--- config.mk ---
export PLATFORM = sky130hd
export DESIGN_NAME = apb_commit_monitor
export DESIGN_NICKNAME = d
export VERILOG_FILES = /design/src/rtl/wcc_pkg.sv /design/src/rtl/wcc_phase_track.sv /design/src/rtl/wcc_reg_watch.sv /design/src/rtl/wcc_err_log.sv /design/src/rtl/apb_commit_monitor.sv
export SDC_FILE = /design/constraint.sdc
export NUM_CORES = 1
export LEC_CHECK = 0
export ABC_CLOCK_PERIOD_IN_PS = 2800
export BUFFER_PORTS_ARGS = -buffer_cell sky130_fd_sc_hd__buf_4
export CAP_MARGIN = 0
export CORE_ASPECT_RATIO = 2
export CORE_UTILIZATION = 42
export DETAILED_ROUTE_END_ITERATION = 10
export PLACE_DENSITY_LB_ADDON = 0.15
export RECOVER_POWER = 25
export SYNTH_ARGS = -nofsm -noshare
export SYNTH_HDL_FRONTEND = slang
export SYNTH_HIERARCHICAL = 1
export SYNTH_SLANG_ARGS = --single-unit
--- constraint.sdc ---
create_clock -name clk -period 2.8 [get_ports clk]
set_input_delay 0.28 -clock clk [delete_from_list [all_inputs] [get_ports clk]]
set_output_delay 0.28 -clock clk [all_outputs]
set_load 0.02 [all_outputs]
--- src/rtl/wcc_pkg.sv ---
package wcc_pkg;

    typedef enum logic [2:0] {
        CAUSE_NONE   = 3'd0,
        CAUSE_WAIT   = 3'd1,
        CAUSE_EARLY  = 3'd2,
        CAUSE_OFFREG = 3'd3,
        CAUSE_COUNT  = 3'd4,
        CAUSE_HOLD   = 3'd5,
        CAUSE_RDWR   = 3'd6,
        CAUSE_UNMAP  = 3'd7
    } cause_e;

    localparam int NCAUSE = 7;

    // flag bit index for each cause (code minus one)
    localparam int B_WAIT   = 0;
    localparam int B_EARLY  = 1;
    localparam int B_OFFREG = 2;
    localparam int B_COUNT  = 3;
    localparam int B_HOLD   = 4;
    localparam int B_RDWR   = 5;
    localparam int B_UNMAP  = 6;

    typedef struct packed {
        logic sel;
        logic en;
        logic wr;
        logic rdy;
        logic wen;
    } bus_s;

    function automatic cause_e first_cause(input logic [NCAUSE-1:0] v);
        cause_e c;
        c = CAUSE_NONE;
        for (int k = NCAUSE - 1; k >= 0; k--) begin
            if (v[k]) c = cause_e'(3'(k + 1));
        end
        return c;
    endfunction

endpackage

--- src/rtl/wcc_phase_track.sv ---
module wcc_phase_track
    import wcc_pkg::*;
#(
    parameter int AW = 8,
    parameter int DW = 16
) (
    input  logic              clk,
    input  logic              rst,
    input  bus_s              b,
    input  logic [AW-1:0]     addr,
    input  logic [DW-1:0]     wdata,
    output logic [NCAUSE-1:0] err
);

    localparam int PW = 2;
    localparam logic [PW-1:0] PMAX = '1;

    logic setup_c, access_c, wait_c, done_c, wdone_c;
    logic [AW-1:0] cap_addr;
    logic [DW-1:0] cap_data;
    logic          in_acc;
    logic [PW-1:0] pulses;
    logic [PW:0]   total;

    assign setup_c  = b.sel & ~b.en;
    assign access_c = b.sel & b.en;
    assign wait_c   = access_c & ~b.rdy;
    assign done_c   = access_c & b.rdy;
    assign wdone_c  = done_c & b.wr;
    assign total    = {1'b0, pulses} + {{PW{1'b0}}, b.wen};

    always_ff @(posedge clk) begin
        if (rst) begin
            cap_addr <= '0;
            cap_data <= '0;
            in_acc   <= 1'b0;
            pulses   <= '0;
        end else if (setup_c) begin
            cap_addr <= addr;
            cap_data <= wdata;
            in_acc   <= 1'b1;
            pulses   <= {{(PW-1){1'b0}}, b.wen};
        end else if (done_c) begin
            in_acc   <= 1'b0;
            pulses   <= '0;
        end else if (access_c && b.wen && pulses != PMAX) begin
            pulses   <= pulses + 1'b1;
        end
    end

    always_comb begin
        err           = '0;
        err[B_WAIT]   = wait_c & b.wen;
        err[B_EARLY]  = setup_c & b.wen;
        err[B_COUNT]  = (wdone_c && total != 3'(1)) || (b.wen && !b.sel);
        err[B_HOLD]   = access_c & in_acc &
                        ((addr != cap_addr) || (wdone_c && wdata != cap_data));
        err[B_RDWR]   = done_c & ~b.wr & b.wen;
    end

endmodule

--- src/rtl/wcc_reg_watch.sv ---
module wcc_reg_watch
    import wcc_pkg::*;
#(
    parameter int AW     = 8,
    parameter int DW     = 16,
    parameter int NREG   = 4,
    parameter int BASE   = 0,
    parameter int STRIDE = 4,
    parameter int CW     = 8
) (
    input  logic                 clk,
    input  logic                 rst,
    input  logic                 exp_commit,
    input  logic                 wen,
    input  logic                 sel,
    input  logic                 wr,
    input  logic [AW-1:0]        addr,
    input  logic [NREG*DW-1:0]   taps,
    output logic [NCAUSE-1:0]    err,
    output logic [NREG*CW-1:0]   counts
);

    localparam logic [CW-1:0] CMAX = '1;

    logic [NREG-1:0] hit, changed, prev_commit;
    logic            prev_vld, prev_unmap;

    for (genvar i = 0; i < NREG; i++) begin : g_reg
        localparam logic [AW-1:0] RADDR = AW'(BASE + i * STRIDE);
        logic [DW-1:0] tap, prev_tap;
        logic          pc_q;
        logic [CW-1:0] cnt_q;

        assign tap            = taps[i*DW +: DW];
        assign hit[i]         = (addr == RADDR);
        assign changed[i]     = prev_vld && (tap != prev_tap);
        assign prev_commit[i] = pc_q;
        assign counts[i*CW +: CW] = cnt_q;

        always_ff @(posedge clk) begin
            if (rst) begin
                prev_tap <= '0;
                pc_q     <= 1'b0;
                cnt_q    <= '0;
            end else begin
                prev_tap <= tap;
                pc_q     <= exp_commit & wen & hit[i];
                if (exp_commit && hit[i] && cnt_q != CMAX)
                    cnt_q <= cnt_q + 1'b1;
            end
        end
    end

    always_ff @(posedge clk) begin
        if (rst) begin
            prev_vld   <= 1'b0;
            prev_unmap <= 1'b0;
        end else begin
            prev_vld   <= 1'b1;
            prev_unmap <= sel & wr & ~(|hit);
        end
    end

    always_comb begin
        err           = '0;
        err[B_OFFREG] = |(changed & ~prev_commit);
        err[B_UNMAP]  = prev_unmap & (|changed);
    end

endmodule

--- src/rtl/wcc_err_log.sv ---
module wcc_err_log
    import wcc_pkg::*;
(
    input  logic              clk,
    input  logic              rst,
    input  logic              clr,
    input  logic [NCAUSE-1:0] raw,
    output logic [NCAUSE-1:0] flags,
    output cause_e            cause,
    output logic              valid
);

    always_ff @(posedge clk) begin
        if (rst) begin
            flags <= '0;
            cause <= CAUSE_NONE;
            valid <= 1'b0;
        end else begin
            flags <= (clr ? '0 : flags) | raw;
            if ((clr || !valid) && (|raw)) begin
                cause <= first_cause(raw);
                valid <= 1'b1;
            end else if (clr) begin
                cause <= CAUSE_NONE;
                valid <= 1'b0;
            end
        end
    end

endmodule

--- src/rtl/apb_commit_monitor.sv ---
module apb_commit_monitor
    import wcc_pkg::*;
#(
    parameter int AW     = 8,
    parameter int DW     = 16,
    parameter int NREG   = 4,
    parameter int BASE   = 0,
    parameter int STRIDE = 4,
    parameter int CW     = 8
) (
    input  logic                 clk,
    input  logic                 rst,
    input  logic                 err_clr,
    input  logic                 bus_sel,
    input  logic                 bus_enable,
    input  logic                 bus_write,
    input  logic                 bus_ready,
    input  logic [AW-1:0]        bus_addr,
    input  logic [DW-1:0]        bus_wdata,
    input  logic                 sub_wen,
    input  logic [NREG*DW-1:0]   sub_regs,
    output logic [NCAUSE-1:0]    err_flags,
    output logic [2:0]           err_cause,
    output logic                 err_valid,
    output logic [NREG*CW-1:0]   commit_cnt
);

    bus_s              b;
    logic              exp_commit;
    logic [NCAUSE-1:0] pt_err, rw_err;
    cause_e            cause_q;

    assign b          = '{sel: bus_sel, en: bus_enable, wr: bus_write,
                          rdy: bus_ready, wen: sub_wen};
    assign exp_commit = bus_sel & bus_enable & bus_write & bus_ready;

    wcc_phase_track #(.AW(AW), .DW(DW)) u_phase (
        .clk   (clk),
        .rst   (rst),
        .b     (b),
        .addr  (bus_addr),
        .wdata (bus_wdata),
        .err   (pt_err)
    );

    wcc_reg_watch #(
        .AW(AW), .DW(DW), .NREG(NREG), .BASE(BASE), .STRIDE(STRIDE), .CW(CW)
    ) u_regs (
        .clk        (clk),
        .rst        (rst),
        .exp_commit (exp_commit),
        .wen        (sub_wen),
        .sel        (bus_sel),
        .wr         (bus_write),
        .addr       (bus_addr),
        .taps       (sub_regs),
        .err        (rw_err),
        .counts     (commit_cnt)
    );

    wcc_err_log u_log (
        .clk   (clk),
        .rst   (rst),
        .clr   (err_clr),
        .raw   (pt_err | rw_err),
        .flags (err_flags),
        .cause (cause_q),
        .valid (err_valid)
    );

    assign err_cause = cause_q;

endmodule

Word level (Yosys, flattened, before mapping)
Index checks and enable logic that the tools add are counted.

$add $sub $neg: 6. Equal/unequal tests: 15. Mux-type cells: 18. Bitwise operators: 29. Reductions and logical operators: 32.

Operator list (number): $ne 16x16->1 (5); $add 8x1->8 const B (4); $ne 8x8->1 const B (4); $mux 3 (9); $and 1x1->1 (21); $logic_and 1x1->1 (18); $eq 8x4->1 const B (2); $reduce_or 4->1 (3); $eq 8x3->1 const B (1); $logic_not 8->1 (1); $mux 1 (8); $ne 8x8->1 (1); $mux 7 (1); $or 6x7->7 (1); $or 7x7->7 (1); $reduce_or 7->1 (1); $and 4x4->4 (1); $not 1->1 (4); $not 4->4 (1); $reduce_bool 2->1 (2); $add 2x1->3 (1); $logic_or 1x1->1 (3); $ne 3x1->1 const B (1); $reduce_bool 3->1 (1); 4 further kinds (5).

Flip-flop bits (word level): 140. Output and inout port bits: 43. Logic and storage cells: 122.

Longest topological paths before layout
Gate-level depths: netlist of run 1.

Depth after elaboration: 15. Gate-level depth with buffers: 9.

Modules after synthesis
The synthesis of run 1 kept the hierarchy.

Modules (own cells, without submodules): wcc_reg_watch (instances 1, cells each 444, area an instance 4364.2 um^2); wcc_phase_track (instances 1, cells each 171, area an instance 1493.9 um^2); wcc_err_log (instances 1, cells each 49, area an instance 445.4 um^2); apb_commit_monitor (instances 1, cells each 8, area an instance 52.6 um^2).

Worst setup path after synthesis of run 1
Ideal clock, no wire load.

Path type: reg2reg. From: register u_regs.g_reg[3].prev_tap[1]. To: register u_log.cause[0]. Data arrival time: 2.346 ns. Data required time: 2.714 ns. Setup slack: 0.368 ns. Stages on the path, launching flop included: 10. Clock period less this slack: 2.432 ns. Path through: dfxtp_1 > xor2_1 > nor4_1 > a41oi_1 > o41a_1 > or2_1 > nor3_1 > a21o_4 > nor2_2 > a221oi_2.

Elaborated cells between the ends (all ways): 18. Those cells by class: eq/ne: 1; mux: 8; bitwise: 3; reduce/logical: 6.

RTL lines: start, declared (line wcc_reg_watch.sv:30) `logic [DW-1:0] tap, prev_tap;`; start signal, assigned (line wcc_reg_watch.sv:46) `prev_tap <= tap;`; $ne 16x16->1 (*) (line wcc_reg_watch.sv:36) `assign changed[i] = prev_vld && (tap != prev_tap);`; $logic_and 1x1->1 (*) (line wcc_reg_watch.sv:36); $and 4x4->4 (*) (line wcc_reg_watch.sv:66) `err[B_OFFREG] = |(changed & ~prev_commit);`; $reduce_or 4->1 (*) (line wcc_reg_watch.sv:66); via rw_err[2] (line apb_commit_monitor.sv:30) `logic [NCAUSE-1:0] pt_err, rw_err;`; $or 6x7->7 (*) (line apb_commit_monitor.sv:65) `.raw (pt_err | rw_err),`; $mux 3 (3 in series) (line wcc_pkg.sv:37) `if (v[k]) c = cause_e'(3'(k + 1));`; $mux 3 (line wcc_err_log.sv:20) `if ((clr || !valid) && (|raw)) begin`; end signal, assigned (line wcc_err_log.sv:21) `cause <= first_cause(raw);`; end, declared (line wcc_err_log.sv:9) `output cause_e cause,`.

The timed path passes the listed nets; every way through them passes the cells marked *. A chain may end at the register's enable or synchronous reset.

Worst setup path in the final report of run 1
From: register u_regs.g_reg[3].prev_tap[12]. To: register u_log.cause[0].

Same word-level chain as after synthesis.

==> results.sh, run 1 <==
export IMPL_status="finished with violations"
export IMPL_violations="max-capacitance violations, max-slew violations"
export IMPL_p_comb_share_pct=9.8
export IMPL_critical_path_slowest_cell="sky130_fd_sc_hd__o41a_1"
export IMPL_clock_skew_final_ps=10.1
export IMPL_global_route_usage_total_pct=19.6
export IMPL_syn_inst=672
export IMPL_antenna_diode_count=0
export IMPL_detail_route_first_pass_iterations=4
export IMPL_via_count=5191
export IMPL_clock_transition_at_the_registers_of_the_reported_paths_ps=70
export IMPL_grt_max_degree=61
export IMPL_hp_class="input port to register"
export IMPL_fin_tns_setup_ps=0
export IMPL_critPathLaunchType="register"
export IMPL_power_internal_mw=3.57
export IMPL_nFillCells=1414
export IMPL_clock_sinks=140
export IMPL_tritoncts="done"
export IMPL_ctsLongestPathBuffers=2
export IMPL_fp_dieH_um=176
export IMPL_post_synth_num_cell_types=61
export IMPL_grt_pass1_vias=5244
export IMPL_critical_path_endpoint_type="register"
export IMPL_synthesis_yosys_warnings=6
export IMPL_maxClockFrequency_mhz=377
export IMPL_overall_die_width_um=89.0
export IMPL_pwr_density_cell_nw_per_um2=586
export IMPL_worst_setup_path_type="register to register"
export IMPL_synth_async_reset_ratio_pct=0
export IMPL_finish_instance_area_um2=8170
export IMPL_final_hold_worst_slack_ps=96.6
export IMPL_finalCriticalPeriod_ps=2650
export IMPL_netSwitchingFraction_pct=25.5
export IMPL_wl_um=15100
export IMPL_min_delay_start="sub_regs[14]"
export IMPL_floorplan_io_pins=139
export IMPL_worstPathRequired_ps=3120
export IMPL_start_util_pct=42.9
export IMPL_grt_first_pass_wirelength_um=23900
export IMPL_antenna_violating_nets_post_route=0
export IMPL_syn_avg_cell_area_um2=9.46
export IMPL_drive_gt1_share_pct=27.0
export IMPL_timing_critical_path_arrival_ps=2970
export IMPL_io_buffer_count=138
export IMPL_peakVddDrop_v=0.000411
export IMPL_rr_startpoint="u_regs/g_reg[3].prev_tap[12]"
export IMPL_finalCritPeriodShare_pct=94.6
export IMPL_core_area_um2=14800
export IMPL_final_hold_violation_count=0
export IMPL_tightest_slew_ps=2000
export IMPL_worst_slew_margin_rel_pct=-33.2
export IMPL_placedInstanceArea_um2=7560
export IMPL_timing_critical_path_cells="xor2_1 -> nor4_2 -> a41oi_1 -> o41a_1 -> or2_1 -> nor3_1 -> buf_4 -> a21o_4 -> nor2_2 -> a221oi_2"
export IMPL_rows=63
export IMPL_postSynthRegisterBits=140
export IMPL_setup_ws_ps=150
export IMPL_synth_sequential_area_ratio_pct=44.1
export IMPL_drt_wirelength_per_cell_um=14.8
export IMPL_p_clk_share_pct=46.0
export IMPL_slew_violations=38
export IMPL_sequential_group_share_of_total_power_pct=44.1
export IMPL_dp_hpwl_um=11100
export IMPL_clock_latency_reported_for_the_late_side_of_the_worst_skew_pair_ps=410
export IMPL_unrepaired_setup_endpoints_after_global_routing="no"
export IMPL_grt_antenna_before_repair=0
export IMPL_crit_path_max_incr_delay_ps=470
export IMPL_clock_tree_root_cell="sky130_fd_sc_hd__clkbuf_16"
export IMPL_cts_inserted_buffers=17
export IMPL_synth_flop_cell="sky130_fd_sc_hd__dfxtp_1"
export IMPL_timing_critical_path_from="u_regs/g_reg[3].prev_tap[12]"
export IMPL_drt_initial_drc_count=182
export IMPL_die_area_um2=15700
export IMPL_finalSetupViolations=0
export IMPL_synth_edf_count=0
export IMPL_h_tree_depth=4
export IMPL_global_route_congestion_overflow_total=0
export IMPL_dpl_worst_slack_ps=-131
export IMPL_drt_drc_violations_left=0
export IMPL_synthToLayoutAreaGrowth_pct=28.5
export IMPL_critical_path_peak_fanout=4
export IMPL_drv_max_cap_violation_count=1
export IMPL_finalWeightedCongestion=0.798
export IMPL_leakage_nw=3.40
export IMPL_final_net_count=919
export IMPL_route_detailed_vias_per_inst=5.07
export IMPL_power_switching_mw=1.22
export IMPL_synth_area_um2=6360
layout by cell type, fill, tap and decap left out, types with 3 or more instances in the layout:
cell type	n
sky130_fd_sc_hd__a41oi_1	4
sky130_fd_sc_hd__nor3_1	8
sky130_fd_sc_hd__nor2_1	20
sky130_fd_sc_hd__nand4_1	10
sky130_fd_sc_hd__clkbuf_16	17
sky130_fd_sc_hd__inv_8	4
sky130_fd_sc_hd__inv_1	12
sky130_fd_sc_hd__o31ai_1	17
sky130_fd_sc_hd__inv_6	4
sky130_fd_sc_hd__nand4_2	4
sky130_fd_sc_hd__and2_1	4
sky130_fd_sc_hd__nor4_2	4
sky130_fd_sc_hd__nor4_1	22
sky130_fd_sc_hd__xor2_1	88
sky130_fd_sc_hd__o21ai_0	9
sky130_fd_sc_hd__or2_1	7
sky130_fd_sc_hd__o31a_1	3
sky130_fd_sc_hd__dfxtp_1	140
sky130_fd_sc_hd__conb_1	7
sky130_fd_sc_hd__nand3_1	12
sky130_fd_sc_hd__or3_1	8
sky130_fd_sc_hd__or4_1	13
sky130_fd_sc_hd__o21a_1	5
sky130_fd_sc_hd__nand2_1	61
sky130_fd_sc_hd__and4_1	9
sky130_fd_sc_hd__a21oi_2	20
sky130_fd_sc_hd__nand2b_1	3
sky130_fd_sc_hd__a21oi_1	42
sky130_fd_sc_hd__buf_4	152
sky130_fd_sc_hd__nor2b_1	70
sky130_fd_sc_hd__ha_1	7
sky130_fd_sc_hd__clkinvlp_4	3
sequential cells by signal (all words and copies together), names as in the netlist:
signal / count
u_log/cause: 3
u_regs/prev_vld: 1
u_regs/prev_unmap: 1
u_regs/g.prev_tap: 64
u_phase/pulses: 2
u_log/valid: 1
u_regs/g.pc_q: 4
u_phase/cap_data: 16
u_phase/in_acc: 1
u_phase/cap_addr: 8
u_log/flags: 7
u_regs/g.cnt_q: 32
cell families after synthesis:
| logic type | Yosys count | share of synthesized area [%] |
|---|---|---|
| and+or+nand+nor | 269 | 24.9 |
| DFF | 140 | 44.1 |
| xor gates and xnor gates | 88 | 12.1 |
| adders and majority gates | 7 | 1.38 |
| other | 2 | 0.118 |
| buffers and inverters | 47 | 4.23 |
| muxes | 2 | 0.335 |
| AOI/OAI and AO/OA | 117 | 12.9 |
synth_stat cells (all sizes together) (2+ instances only):
library cell | number | share of area [%]
and4 | 9 | 1.2
a21o | 3 | 0.47
nor3b | 2 | 0.24
clkbuf | 16 | 0.94
or2 | 7 | 0.69
nand3 | 13 | 1.1
ha | 7 | 1.4
xor2 | 88 | 12
nand2 | 61 | 3.6
o21ai | 9 | 0.71
a41oi | 4 | 0.55
nor2b | 71 | 7.1
o31ai | 17 | 2.0
buf | 18 | 2.5
dfxtp | 140 | 44
nand3b | 2 | 0.24
or3 | 8 | 0.79
inv | 13 | 0.77
o21a | 5 | 0.59
conb | 2 | 0.12
nor3 | 9 | 0.79
o31a | 3 | 0.41
nor2 | 22 | 1.5
and2 | 4 | 0.39
or4 | 13 | 1.5
nor4 | 28 | 3.2
nand4 | 14 | 1.8
o41a | 2 | 0.35
nand2b | 3 | 0.30
a21oi | 62 | 6.1
a211oi | 2 | 0.31
through the flow:
stage,instances,total power [mW],utilization (%)
5_1_grt,1024,4.99,55.1
6_report,1024,4.78,55.1
3_5_place_dp,991,2.62,51.0
3_3_place_gp,991,2.61,51.0
4_1_cts,1023,4.85,55.0
2_1_floorplan,677,2.41,-
timing repair:
action	CTS	global route
gates cloned	0	0
pin swaps	0	1
gates resized for setup	2	2
setup buffers	0	1
hold buffers	0	0
endpoints found under the setup margin	1	2
worst max-delay path, delay by kind of cell (launching register included):
kind,cells,cell delay (ps)
buf+inv,1,150
compound gates,4,1090
xor+xnor,1,170
simple gates,4,840
flops,1,320
power groups by stage:
stage	Combinational (mW)	Sequential, mW	Clock (mW)
2_1_floorplan	0.252	2.16	0
3_3_place_gp	0.456	2.15	0
3_5_place_dp	0.466	2.16	0
4_1_cts	0.472	2.11	2.26
5_1_grt	0.519	2.12	2.35
6_report	0.470	2.11	2.20
worst paths after layout:
kind	depth (start not counted)	to	slack (ps)
worst max-delay path	10	u_log/cause[0]	150
worst min-delay path	2	u_regs/g_reg[0].prev_tap[14]	100
worst max register to register	10	u_log/cause[0]	150
worst min register to register	2	u_phase/cap_addr[5]	470
cell type report:
type / count / area, um2 / area share, %
Tap cell: 195 / 244 / 2.99
Clock inverter: 14 / 150 / 1.84
Sequential cell: 140 / 2800 / 34.3
Clock buffer: 18 / 429 / 5.25
Inverter: 13 / 48.8 / 0.597
Multi-Input combinational cell: 490 / 3330 / 40.7
Timing Repair Buffer: 154 / 1160 / 14.3
metal layers:
metal  track usage [%]  up-vias  part of all wire, %
li1                  -     2622                    -
met2              37.3      108                   56
met4              6.88        0                  1.7
met5                 0        -                    0
met1              20.3     2442                   39
met3              4.16       19                  4.0
Note: power is estimated with default switching activity, not from simulation.
==> inputs of run 2 (changes only) <==
ABC_CLOCK_PERIOD_IN_PS = 2200   (was 2800)
CORE_UTILIZATION = 49   (was 42)
clock period = 2.2 ns   (was 2.8 ns; I/O delays follow)
==> run 2 against run 1 <==
The flow finishes with violations (negative setup slack). Worst hold slack got worse by 63 ps. Combinational power increased by 40%. First-iteration DRC count decreased by 10%. Die area decreased by 14%. Register-to-register slack got worse by 470 ps. Clock power increased by 22%. Utilization increased by 11 points. Clock-buffer cell count unchanged. Sequential power increased by 27%. Via count increased by 2.5%. Clock skew decreased by 3.3 ps. Worst setup slack got worse by 470 ps. Critical path type unchanged. Largest cell class unchanged.
==> results.sh, run 2 (synthesis gave the netlist of run 1 again) <==
export IMPL_crit_path_max_incr_delay_ps=410
export IMPL_tritoncts="done"
export IMPL_critical_path_endpoint_type="register"
export IMPL_synthToLayoutAreaGrowth_pct=31.7
export IMPL_status="finished with violations"
export IMPL_fp_dieH_um=163
export IMPL_leakage_nw=3.50
export IMPL_io_buffer_count=138
export IMPL_p_clk_share_pct=44.5
export IMPL_timing_critical_path_arrival_ps=2850
export IMPL_sequential_group_share_of_total_power_pct=44.6
export IMPL_via_count=5321
export IMPL_finalCritPeriodShare_pct=115
export IMPL_grt_max_degree=54
export IMPL_core_area_um2=12600
export IMPL_setup_ws_ps=-322
export IMPL_critical_path_peak_fanout=4
export IMPL_drv_max_cap_violation_count=0
export IMPL_worst_setup_path_type="register to register"
export IMPL_grt_antenna_before_repair=0
export IMPL_finalSetupViolations=6
export IMPL_layout_common_cells="171 x sky130_fd_sc_hd__buf_4, 136 x sky130_fd_sc_hd__dfxtp_1, 87 x sky130_fd_sc_hd__xor2_1"
export IMPL_largest_reg_flops=64
export IMPL_peakVddDrop_v=0.000565
export IMPL_critPathLaunchType="register"
export IMPL_detail_route_first_pass_iterations=4
export IMPL_slew_violations=0
export IMPL_clock_transition_at_the_registers_of_the_reported_paths_ps=60
export IMPL_maxClockFrequency_mhz=397
export IMPL_final_hold_violation_count=0
export IMPL_clock_skew_final_ps=6.86
export IMPL_netSwitchingFraction_pct=26.1
export IMPL_floorplan_io_pins=139
export IMPL_grt_pass1_vias=5245
export IMPL_multi_input_comb_area_um2=3450
export IMPL_power_internal_mw=4.45
export IMPL_drt_drc_violations_left=0
export IMPL_pwr_density_cell_nw_per_um2=720
export IMPL_clock_latency_reported_for_the_late_side_of_the_worst_skew_pair_ps=420
export IMPL_registers_top_by_ff_count="u_regs/g.prev_tap"
export IMPL_worst_slew_margin_rel_pct=60.4
export IMPL_final_core_utilization_pct=66.3
export IMPL_antenna_violating_nets_post_route=0
export IMPL_rows=58
export IMPL_grt_first_pass_wirelength_um=23700
export IMPL_wl_um=15400
export IMPL_route_detailed_vias_per_inst=5.33
export IMPL_worstPathBufferInverterCount=1
export IMPL_dp_hpwl_um=11100
export IMPL_p_comb_share_pct=10.9
export IMPL_tightest_slew_ps=594
export IMPL_antenna_diode_count=0
export IMPL_critical_path_slowest_cell="sky130_fd_sc_hd__o41a_1"
export IMPL_reg_largest_list="u_regs/g.prev_tap: 64 flops, u_regs/g.cnt_q: 32 flops, u_phase/cap_data: 16 flops"
export IMPL_worstPathRequired_ps=2520
export IMPL_drt_wirelength_per_cell_um=15.4
export IMPL_global_route_congestion_overflow_total=0
export IMPL_h_tree_depth=4
export IMPL_clock_sinks=140
export IMPL_hp_class="input port to register"
export IMPL_global_route_usage_total_pct=23.0
export IMPL_finalCriticalPeriod_ps=2520
export IMPL_fin_tns_setup_ps=-1060
export IMPL_sequential_cell_area_um2=2810
export IMPL_critical_path_top_delay_family="simple AND/OR/NAND/NOR gates"
export IMPL_power_mw=6.03
export IMPL_start_util_pct=50.3
export IMPL_clock_tree_root_cell="sky130_fd_sc_hd__clkbuf_16"
export IMPL_drt_initial_drc_count=163
export IMPL_overall_die_width_um=82.5
export IMPL_power_switching_mw=1.58
export IMPL_timing_critical_path_cells="xor2_1 -> nor4_1 -> buf_4 -> nand4_1 -> o41a_1 -> or2_4 -> nor4_4 -> a21o_4 -> nor2_2 -> a221oi_2"
export IMPL_drive_gt1_share_pct=31.3
export IMPL_final_net_count=939
export IMPL_place_detailed_instances=964
export IMPL_layoutNonFillerInstCount=999
export IMPL_die_area_um2=13500
export IMPL_unrepaired_setup_endpoints_after_global_routing="yes"
export IMPL_nFillCells=1052
export IMPL_finalWeightedCongestion=0.797
export IMPL_violations="negative setup slack"
export IMPL_mostFrequentLayoutCell="sky130_fd_sc_hd__buf_4"
export IMPL_ctsLongestPathBuffers=2
export IMPL_cts_inserted_buffers=17
-- run 2: per-layer routing --
layer  global-route usage [%]  wire length (um)  share of wire [%]
met1                     22.4              5690                 37
met2                     43.0              8490                 55
met3                     6.09               858                5.6
met4                     10.5               356                2.3
met5                        0                 0                  0
-- run 2: path summary, 6_finish.rpt --
check | startpoint | slack [ps] | cells after the start | end
hold / removal | sub_regs[3] | 30 | 2 | u_regs/g_reg[0].prev_tap[3]
setup / recovery | u_regs/g_reg[2].prev_tap[7] | -320 | 10 | u_log/cause[0]
hold reg to reg | u_phase/cap_data[0] | 480 | 2 | u_phase/cap_data[0]
setup reg to reg | u_regs/g_reg[2].prev_tap[7] | -320 | 10 | u_log/cause[0]
-- run 2: area by class of cell --
class | instances | area share (%)
Inverter | 13 | 0.583
Clock buffer | 18 | 5.13
Multi-Input combinational cell | 490 | 41.2
Timing Repair Buffer | 174 | 15.8
Clock inverter | 14 | 1.52
Tap cell | 150 | 2.24
Sequential cell | 140 | 33.5
-- run 2: stage by stage --
stage	hold WS, ps	area [um2]	setup slack, ps
after floorplan	286	6380	-80.6
after global placement	451	7650	-489
after detailed placement	455	7650	-534
after CTS	9.54	8290	-343
after global routing	21.1	8370	-395
final	33.3	8370	-322
-- run 2: power groups by stage --
stage	registers (mW)	clock network, mW	logic (mW)
global route	2.70	2.86	0.716
global placement	2.74	0	0.598
finish	2.69	2.68	0.657
CTS	2.69	2.76	0.640
floorplan	2.75	0	0.323
detailed placement	2.74	0	0.618
-- run 2: worst register-to-register path, stage by stage (launching register included) --
cell,delay (ps)
sky130_fd_sc_hd__dfxtp_2,320
sky130_fd_sc_hd__xor2_1,130
sky130_fd_sc_hd__nor4_1,300
sky130_fd_sc_hd__buf_4,180
sky130_fd_sc_hd__nand4_1,160
sky130_fd_sc_hd__o41a_1,410
sky130_fd_sc_hd__or2_4,250
sky130_fd_sc_hd__nor4_4,200
sky130_fd_sc_hd__a21o_4,190
sky130_fd_sc_hd__nor2_2,40
sky130_fd_sc_hd__a221oi_2,250
-- run 2: timing repair --
| item | 4_1_cts | 5_1_grt |
|---|---|---|
| pin swaps | 15 | 9 |
| cloned | 0 | 0 |
| hold buffers | 0 | 0 |
| endpoints found under the setup margin | 6 | 7 |
| resized for setup | 13 | 17 |
| buffers inserted | 2 | 1 |
==> inputs of run 3 (changes only) <==
CORE_UTILIZATION = 48   (was 49)
==> run 3 against run 2 <==
The run still ends with negative setup slack left. Clock-buffer cell count increased by 1. Critical endpoint unchanged. Clock power grew 3%. Design area fell by 0.72%. Combinational power is 3.0% lower. Routed wire length increased by 0.48%. Power grew 1.1%. Largest cell class unchanged. Critical path depth stayed put.
==> results.sh, run 3 (synthesis gave the netlist of run 1 again) <==
export IMPL_rows=59
export IMPL_largest_reg_flops=64
export IMPL_crit_path_max_incr_delay_ps=380
export IMPL_clock_sinks=140
export IMPL_layout_common_cells="172 x sky130_fd_sc_hd__buf_4, 136 x sky130_fd_sc_hd__dfxtp_1, 88 x sky130_fd_sc_hd__xor2_1"
export IMPL_rr_startpoint="u_regs/g_reg[0].prev_tap[9]"
export IMPL_drt_initial_drc_count=177
export IMPL_finalSetupViolations=4
export IMPL_tritoncts="done"
export IMPL_layoutNonFillerInstCount=1003
export IMPL_worst_slew_margin_rel_pct=20.2
export IMPL_critical_path_endpoint_type="register"
export IMPL_slew_violations=0
export IMPL_worstReg2RegEnd="u_log/cause[0]"
export IMPL_hp_class="input port to register"
export IMPL_sequential_group_share_of_total_power_pct=44.2
export IMPL_dp_hpwl_um=11400
export IMPL_final_net_count=941
export IMPL_worst_setup_path_type="register to register"
export IMPL_netSwitchingFraction_pct=25.0
export IMPL_postCtsHoldBufs=0
export IMPL_io_buffer_count=138
export IMPL_finalCriticalPeriod_ps=2480
export IMPL_detail_route_first_pass_iterations=4
export IMPL_grt_pass1_vias=5392
export IMPL_overall_die_width_um=83.4
export IMPL_status="finished with violations"
export IMPL_mostFrequentLayoutCell="sky130_fd_sc_hd__buf_4"
export IMPL_die_area_um2=13700
export IMPL_registers_top_by_ff_count="u_regs/g.prev_tap"
export IMPL_critical_path_peak_fanout=4
export IMPL_clock_tree_root_cell="sky130_fd_sc_hd__clkbuf_16"
export IMPL_finalCritPeriodShare_pct=113
export IMPL_worstPathBufferInverterCount=1
export IMPL_violations="negative setup slack"
export IMPL_final_hold_violation_count=0
export IMPL_critical_path_top_delay_family="simple AND/OR/NAND/NOR gates"
export IMPL_p_clk_share_pct=45.4
export IMPL_fp_dieH_um=165
export IMPL_grt_first_pass_wirelength_um=24800
export IMPL_leakage_nw=3.49
export IMPL_p_comb_share_pct=10.5
export IMPL_global_route_congestion_overflow_total=0
export IMPL_peakVddDrop_v=0.000768
export IMPL_drt_drc_violations_left=0
export IMPL_worstPathRequired_ps=2520
export IMPL_core_area_um2=13000
export IMPL_place_detailed_instances=968
export IMPL_min_delay_start="sub_regs[40]"
export IMPL_pwr_density_cell_nw_per_um2=733
export IMPL_drt_wirelength_per_cell_um=15.4
export IMPL_unrepaired_setup_endpoints_after_global_routing="yes"
export IMPL_nFillCells=1163
export IMPL_start_util_pct=48.9
export IMPL_ctsLongestPathBuffers=2
export IMPL_h_tree_depth=4
export IMPL_maxClockFrequency_mhz=402
export IMPL_reg_largest_list="u_regs/g.prev_tap: 64 flops, u_regs/g.cnt_q: 32 flops, u_phase/cap_data: 16 flops"
export IMPL_via_count=5337
export IMPL_finalWeightedCongestion=0.813
export IMPL_holdPathEnd="u_regs/g_reg[2].prev_tap[8]"
export IMPL_critical_path_slowest_cell="sky130_fd_sc_hd__o41a_1"
export IMPL_tightest_slew_ps=1200
export IMPL_route_detailed_vias_per_inst=5.32
export IMPL_grt_max_degree=64
export IMPL_worst_r2r_path_depth=10
export IMPL_power_internal_mw=4.57
export IMPL_cts_inserted_buffers=17
export IMPL_synthToLayoutAreaGrowth_pct=30.8
export IMPL_antenna_diode_count=0
export IMPL_global_route_usage_total_pct=22.6
export IMPL_power_switching_mw=1.52
export IMPL_worst_hold_path_num_cells=2
export IMPL_clock_skew_final_ps=8.58
export IMPL_antenna_violating_nets_post_route=0
export IMPL_drive_gt1_share_pct=29.4
export IMPL_clock_latency_reported_for_the_late_side_of_the_worst_skew_pair_ps=410
export IMPL_grt_antenna_before_repair=0
export IMPL_critPathLaunchType="register"
export IMPL_clock_transition_at_the_registers_of_the_reported_paths_ps=60
export IMPL_wl_um=15500
export IMPL_timing_critical_path_arrival_ps=2810
export IMPL_drv_max_cap_violation_count=0
export IMPL_power_mw=6.09
export IMPL_setup_ws_ps=-285
export IMPL_floorplan_io_pins=139
export IMPL_timing_critical_path_cells="xor2_1 -> nor4_2 -> buf_4 -> nand4_1 -> o41a_1 -> or2_4 -> nor4_4 -> a21o_4 -> nor2_2 -> a221oi_2"
export IMPL_timing_reg2reg_setup_slack_ps=-280
==> run 3: final cells by class <==
class / count / area (um2) / share of cell area, %
Clock buffer: 19 / 443 / 5.33
Clock inverter: 13 / 134 / 1.61
Inverter: 13 / 48.8 / 0.587
Multi-Input combinational cell: 490 / 3380 / 40.6
Sequential cell: 140 / 2810 / 33.8
Tap cell: 152 / 190 / 2.29
Timing Repair Buffer: 176 / 1310 / 15.8
==> run 3: how the worst max path moves through the flow <==
stage | startpoint | slack, ps | endpoint | depth (start not counted)
finish | u_regs/g_reg[0].prev_tap[9] | -280 | u_log/cause[0] | 10
global route | u_regs/g_reg[2].prev_tap[11] | -370 | u_log/cause[0] | 10
CTS | u_regs/g_reg[3].prev_tap[11] | -320 | u_log/cause[0] | 10
detailed placement | sub_regs[4] | -530 | u_log/cause[0] | 11
global placement | sub_regs[4] | -480 | u_log/cause[0] | 11
floorplan | u_regs/g_reg[1].prev_tap[7] | -80 | u_log/cause[0] | 9
==> run 3: power by group through the flow <==
stage / sequential, mW / clock [mW] / combinational (mW)
floorplan: 2.75 / 0 / 0.323
global placement: 2.74 / 0 / 0.596
detailed placement: 2.75 / 0 / 0.615
CTS: 2.69 / 2.83 / 0.640
global route: 2.70 / 2.93 / 0.700
finish: 2.69 / 2.77 / 0.637
==> run 3: per-layer routing <==
metal / track usage [%] / share of wire, %
met1: 23.3 / 38
met2: 44.2 / 57
met3: 5.10 / 4.4
met4: 7.37 / 1.4
met5: 0 / 0
==> run 3: repair_timing <==
| action | in CTS | in global routing |
|---|---|---|
| pin swaps | 15 | 6 |
| endpoints found under the hold margin | 0 | 0 |
| setup buffers | 2 | 1 |
| endpoints found under the setup margin | 7 | 6 |
| gates resized for setup | 14 | 12 |
==> run 3: stage by stage <==
stage | hold WS, ps | setup WS (ps) | area, um2 | TNS [ps] | util [%]
finish | 34.7 | -285 | 8310 | -831 | 64.0
global route | 29.1 | -371 | 8310 | -1240 | 64.0
CTS | 18.1 | -322 | 8320 | -1050 | 64.1
detailed placement | 453 | -528 | 7650 | -1990 | 58.9
global placement | 450 | -475 | 7650 | -1860 | 58.9
floorplan | 286 | -80.6 | 6380 | -99.5 | -
